===== config.mk =====
export PLATFORM = sky130hd
export DESIGN_NAME = kbd_serial_rx
export DESIGN_NICKNAME = d
export VERILOG_FILES = /design/src/rtl/kbd_rx_pkg.sv /design/src/rtl/kbd_rx_sync.sv /design/src/rtl/kbd_rx_shifter.sv /design/src/rtl/kbd_rx_hold.sv /design/src/rtl/kbd_serial_rx.sv
export SDC_FILE = /design/constraint.sdc
export NUM_CORES = 1
export LEC_CHECK = 0
export BUFFER_PORTS_ARGS = -buffer_cell sky130_fd_sc_hd__buf_2
export CAP_MARGIN = 20
export CORE_MARGIN = 2
export CORE_UTILIZATION = 53
export CTS_CLUSTER_DIAMETER = 150
export CTS_CLUSTER_SIZE = 8
export DETAILED_ROUTE_END_ITERATION = 7
export HOLD_SLACK_MARGIN = 0.15
export PLACE_DENSITY_LB_ADDON = 0.05
export SETUP_SLACK_MARGIN = 0.05
export SYNTH_ARGS = -nofsm -noshare
export SYNTH_HDL_FRONTEND = slang
export SYNTH_SLANG_ARGS = --single-unit

===== constraint.sdc =====
create_clock -name clk -period 1.65 [get_ports clk]
set_input_delay 0.33 -clock clk [delete_from_list [all_inputs] [get_ports clk]]
set_output_delay 0.33 -clock clk [all_outputs]
set_load 0.01 [all_outputs]

===== src/rtl/kbd_rx_pkg.sv =====
package kbd_rx_pkg;
  parameter int KBD_BYTE_W = 8;

  typedef struct packed {
    logic clear;
    logic enable;
  } kbd_ctl_t;
endpackage


===== src/rtl/kbd_rx_sync.sv =====
module kbd_rx_sync #(
  parameter int   STAGES    = 2,
  parameter logic RESET_VAL = 1'b1
) (
  input  logic clk,
  input  logic rst,
  input  logic async_i,
  output logic sync_o
);
  logic [STAGES-1:0] chain_q;

  always_ff @(posedge clk) begin
    if (rst) chain_q <= {STAGES{RESET_VAL}};
    else     chain_q <= {chain_q[STAGES-2:0], async_i};
  end

  assign sync_o = chain_q[STAGES-1];
endmodule


===== src/rtl/kbd_rx_shifter.sv =====
module kbd_rx_shifter #(
  parameter int BYTE_W = 8,
  localparam int FRAME_W = BYTE_W + 1
) (
  input  logic              clk,
  input  logic              rst,
  input  logic              flush_i,
  input  logic              armed_i,
  input  logic              fall_i,
  input  logic              bit_i,
  output logic              done_o,
  output logic [BYTE_W-1:0] byte_o
);
  logic [FRAME_W-1:0] sr_q;

  // the start bit (1) walks down from the MSB; arriving at bit 0 marks a full frame
  always_ff @(posedge clk) begin
    if (rst || flush_i || done_o) sr_q <= '0;
    else if (fall_i && armed_i)   sr_q <= {bit_i, sr_q[FRAME_W-1:1]};
  end

  assign done_o = sr_q[0];
  assign byte_o = sr_q[FRAME_W-1:1];

  assert_frozen_when_inhibited_R5: assert property (@(posedge clk) disable iff (rst)
    (!armed_i && !flush_i && !done_o) |=> $stable(sr_q));
  assert_flush_empties_R7: assert property (@(posedge clk) disable iff (rst)
    flush_i |=> (sr_q == '0));
endmodule


===== src/rtl/kbd_rx_hold.sv =====
module kbd_rx_hold #(
  parameter int BYTE_W = 8
) (
  input  logic              clk,
  input  logic              rst,
  input  logic              clear_i,
  input  logic              done_i,
  input  logic [BYTE_W-1:0] byte_i,
  output logic [BYTE_W-1:0] held_o,
  output logic              irq_o
);
  always_ff @(posedge clk) begin
    if (rst || clear_i) begin
      held_o <= '0;
      irq_o  <= 1'b0;
    end else if (done_i && !irq_o) begin
      held_o <= byte_i;
      irq_o  <= 1'b1;
    end
  end

  assert_irq_sticky_R2: assert property (@(posedge clk) disable iff (rst)
    (irq_o && !clear_i) |=> irq_o);
  assert_clear_drops_irq_R7: assert property (@(posedge clk) disable iff (rst)
    clear_i |=> !irq_o);
  assert_byte_locked_R6: assert property (@(posedge clk) disable iff (rst)
    (irq_o && !clear_i) |=> $stable(held_o));
endmodule


===== src/rtl/kbd_serial_rx.sv =====
module kbd_serial_rx
  import kbd_rx_pkg::*;
#(
  parameter int BYTE_W      = KBD_BYTE_W,
  parameter int SYNC_STAGES = 2
) (
  input  logic              clk,
  input  logic              rst,
  input  logic              kbd_clk_i,
  input  logic              kbd_data_i,
  input  logic              ctl_enable_i,
  input  logic              ctl_clear_i,
  output logic              kbd_clk_hold_o,
  output logic [BYTE_W-1:0] port_a_o,
  output logic              irq_o
);
  kbd_ctl_t    ctl;
  logic        clk_s, data_s, clk_prev_q, fall;
  logic        armed, done;
  logic [BYTE_W-1:0] frame_byte, held_byte;

  assign ctl.clear  = ctl_clear_i;
  assign ctl.enable = ctl_enable_i;

  kbd_rx_sync #(.STAGES(SYNC_STAGES), .RESET_VAL(1'b1)) u_sync_clk (
    .clk(clk), .rst(rst), .async_i(kbd_clk_i), .sync_o(clk_s));
  kbd_rx_sync #(.STAGES(SYNC_STAGES), .RESET_VAL(1'b1)) u_sync_data (
    .clk(clk), .rst(rst), .async_i(kbd_data_i), .sync_o(data_s));

  always_ff @(posedge clk) begin
    if (rst) clk_prev_q <= 1'b1;
    else     clk_prev_q <= clk_s;
  end

  assign fall  = clk_prev_q && !clk_s;
  assign armed = ctl.enable && !ctl.clear && !irq_o;

  kbd_rx_shifter #(.BYTE_W(BYTE_W)) u_shifter (
    .clk(clk), .rst(rst), .flush_i(ctl.clear), .armed_i(armed),
    .fall_i(fall), .bit_i(data_s), .done_o(done), .byte_o(frame_byte));

  kbd_rx_hold #(.BYTE_W(BYTE_W)) u_hold (
    .clk(clk), .rst(rst), .clear_i(ctl.clear), .done_i(done),
    .byte_i(frame_byte), .held_o(held_byte), .irq_o(irq_o));

  assign port_a_o       = ctl.clear ? '0 : held_byte;
  assign kbd_clk_hold_o = !armed;

  assert_erased_after_clear_R4: assert property (@(posedge clk) disable iff (rst)
    $fell(ctl_clear_i) |-> (port_a_o == '0));
  assert_reset_state_R9: assert property (@(posedge clk) disable iff (rst)
    $past(rst) |-> (!irq_o && port_a_o == '0));
endmodule


==> results.ini <==
[outcome]
status=finished, final reports clean

[sta]
slew_violations=0
fmax_mhz=750
rsz0062_at_grt=false
slew_headroom_pct=69.7
tightest_slew_ps=454
tns_ps=0
timing.final.crit_share_pct=80.8
hold_viol=0
period_needed_ps=1330
skew_ps=2.05
setup_viol=0

[critical_path]
cpMaxStageDelayCell=dfxtp_1
path_cells=nor2_1 -> nand2_1 -> buf_2
critPathLaunchType=register
path_class=register to output pin
critPathRequiredTime_ps=1320
crit_path_end_kind=output pin
arrival_ps=1000
max_stage_delay_ps=360
cp_max_fo=5

[grt]
grt_pass1_wl_um=2220
overflow=0
grt_start_max_net_pins=13
grtUsageTotal_pct=15.5
antenna_found_initial=0
grt_pass1_vias=521

[detailed_routing]
finalWirelength_um=1300
wl_per_cell_um=10.5
initialDrtViolationCount=1
first_pass_iters=3
drc=0
vias=601
viasPerCell=4.89
ant_nets=0

[finish]
drive_gt1_share_pct=38.3
n_antenna_cell=0
nNetsFinal=114
ff_latch_area_um2=460
design_area_um2=997
fillers=137
area_delta_synth_final_pct=11.0
multi_input_area_um2=408

[yosys]
synth.distinct_cells=16
syn_nets=98
ys_seq_elements=23
yosysSeqAreaShare_pct=51.3
synth-xor-area-share_pct=0
yosys.area_share.adder_pct=0
muxShareOfSynthArea_pct=8.91
synth_top_family_by_area=simple AND/OR/NAND/NOR gates
synth_cells=92
synth_compound_area_share_pct=7.80
yosys.area_share.simple_pct=28.7
syn_area_um2=898
syn_area_per_cell_um2=9.76
synth_warnings=0

[floorplan]
rows=14
io_pins=16
die_area_um2=2040
fp.coreArea_um2=1540
die_x_um=45.2
die_h_um=45.2
initial_core_util_pct=58.3

[pwr]
peakVddDrop_v=0.000683
leakagePower_nw=0.445
power_density_nw_per_um2=846

[clock_tree]
clkTransAtPathRegs_ps=120
postCtsHoldBufs=0
post_cts_buffers=0
clock_latency_ps=300
cts_resized=0
cts_buffers=3
cts_buffer_depth=2
cts_tree=built
cts_max_level=1
cts_root_buf=clkbuf_4
clock-sinks=23

[placement]
place_hpwl_um=989
globalplace.congestion=0.731
port_buffers=15
place_area_um2=971

[run]
maxCapViolCount=0

[min_path]
min_path_type=primary input to register

## where the power goes
group | internal, mW | total (mW) | switching, mW | leakage [nW]
combinational | 0.0149 | 0.0343 | 0.0194 | 0.244
clock | 0.0941 | 0.248 | 0.153 | 0.0150
sequential | 0.560 | 0.562 | 0.00130 | 0.186
total | 0.669 | 0.844 | 0.174 | 0.445
## Yosys cell counts, drive strengths merged
| library cell | count | area, um^2 |
|---|---|---|
| nand2 | 26 | 97.6 |
| dfxtp | 23 | 460 |
| a21oi | 8 | 70.1 |
| and2b | 8 | 70.1 |
| mux2i | 8 | 80.1 |
| or2 | 6 | 37.5 |
| buf | 4 | 25.0 |
| nor2 | 4 | 15.0 |
| clkbuf | 1 | 5.00 |
| nand2b | 1 | 6.26 |
| nand4b | 1 | 8.76 |
| nor2b | 1 | 6.26 |
| nor3 | 1 | 16.3 |
## cell usage in the layout, fill, tap and decap left out
| cell | count |
|---|---|
| nand2_1 | 26 |
| dfxtp_1 | 23 |
| buf_2 | 15 |
| and2b_2 | 8 |
| a21oi_2 | 8 |
| mux2i_1 | 8 |
| or2_2 | 5 |
| nor2_1 | 4 |
| clkbuf_4 | 3 |
| nor2b_1 | 1 |
| nand2b_1 | 1 |
| or2_1 | 1 |
| nor3_4 | 1 |
| nand4b_1 | 1 |
| clkbuf_1 | 1 |
| buf_4 | 1 |
## cell families (layout without fill, tap and decap cells)
family | after synthesis | count (layout)
AOI/OAI and AO/OA | 8 | 8
DFF | 23 | 23
buffers and inverters | 5 | 20
muxes | 8 | 8
and+or+nand+nor | 48 | 48
## through the flow
| stage | hold WS [ps] | power (mW) | setup WS, ps | utilization [%] | std cells |
|---|---|---|---|---|---|
| 6_report | 204 | 0.844 | 317 | 64.7 | 123 |
| 3_3_place_gp | 392 | 0.609 | 437 | 63.0 | 119 |
| 5_1_grt | 185 | 0.887 | 160 | 64.7 | 123 |
| 3_5_place_dp | 397 | 0.610 | 430 | 63.0 | 119 |
| 2_1_floorplan | 389 | 0.599 | 618 | - | 92 |
| 4_1_cts | 198 | 0.853 | 306 | 64.7 | 123 |
## flip-flops by register name (all words and copies together) (netlist names)
name / flops
u_shifter.sr_q: 9
u_hold.irq_o: 1
clk_prev_q: 1
u_hold.held_o: 8
u_sync_data.chain_q: 2
u_sync_clk.chain_q: 2
## cell type report
class | instances | share of cell area [%]
Timing Repair Buffer | 16 | 8.28
Clock buffer | 4 | 2.63
Tap cell | 16 | 2.01
Sequential cell | 23 | 46.2
Multi-Input combinational cell | 64 | 40.9
## critical path, delay by kind of cell, from the launching register on
| kind | cells | cell delay, ps |
|---|---|---|
| flip-flops | 1 | 360 |
| buffers and inverters | 1 | 130 |
| AND/OR/NAND/NOR | 2 | 210 |
## path summary, 6_finish.rpt
path	from	endpoint	slack, ps	cells after the start
worst min-delay path	kbd_clk_i	u_sync_clk.chain_q[0]$_SDFF_PP1_	200	2
worst min register to register	u_sync_clk.chain_q[0]$_SDFF_PP1_	u_sync_clk.chain_q[1]$_SDFF_PP1_	420	1
worst max register to register	u_shifter.sr_q[0]$_SDFFE_PP0P_	u_hold.held_o[2]$_SDFFE_PP0P_	470	3
worst max-delay path	u_hold.irq_o$_SDFFE_PP0P_	kbd_clk_hold_o	320	3
## layer usage
metal | share of wire, % | track usage (%)
met2 | 45 | 22.0
met3 | 4.4 | 4.80
met1 | 48 | 20.9
met5 | 0 | 0
met4 | 1.9 | 8.82
Power figures use the tool's default switching activity.
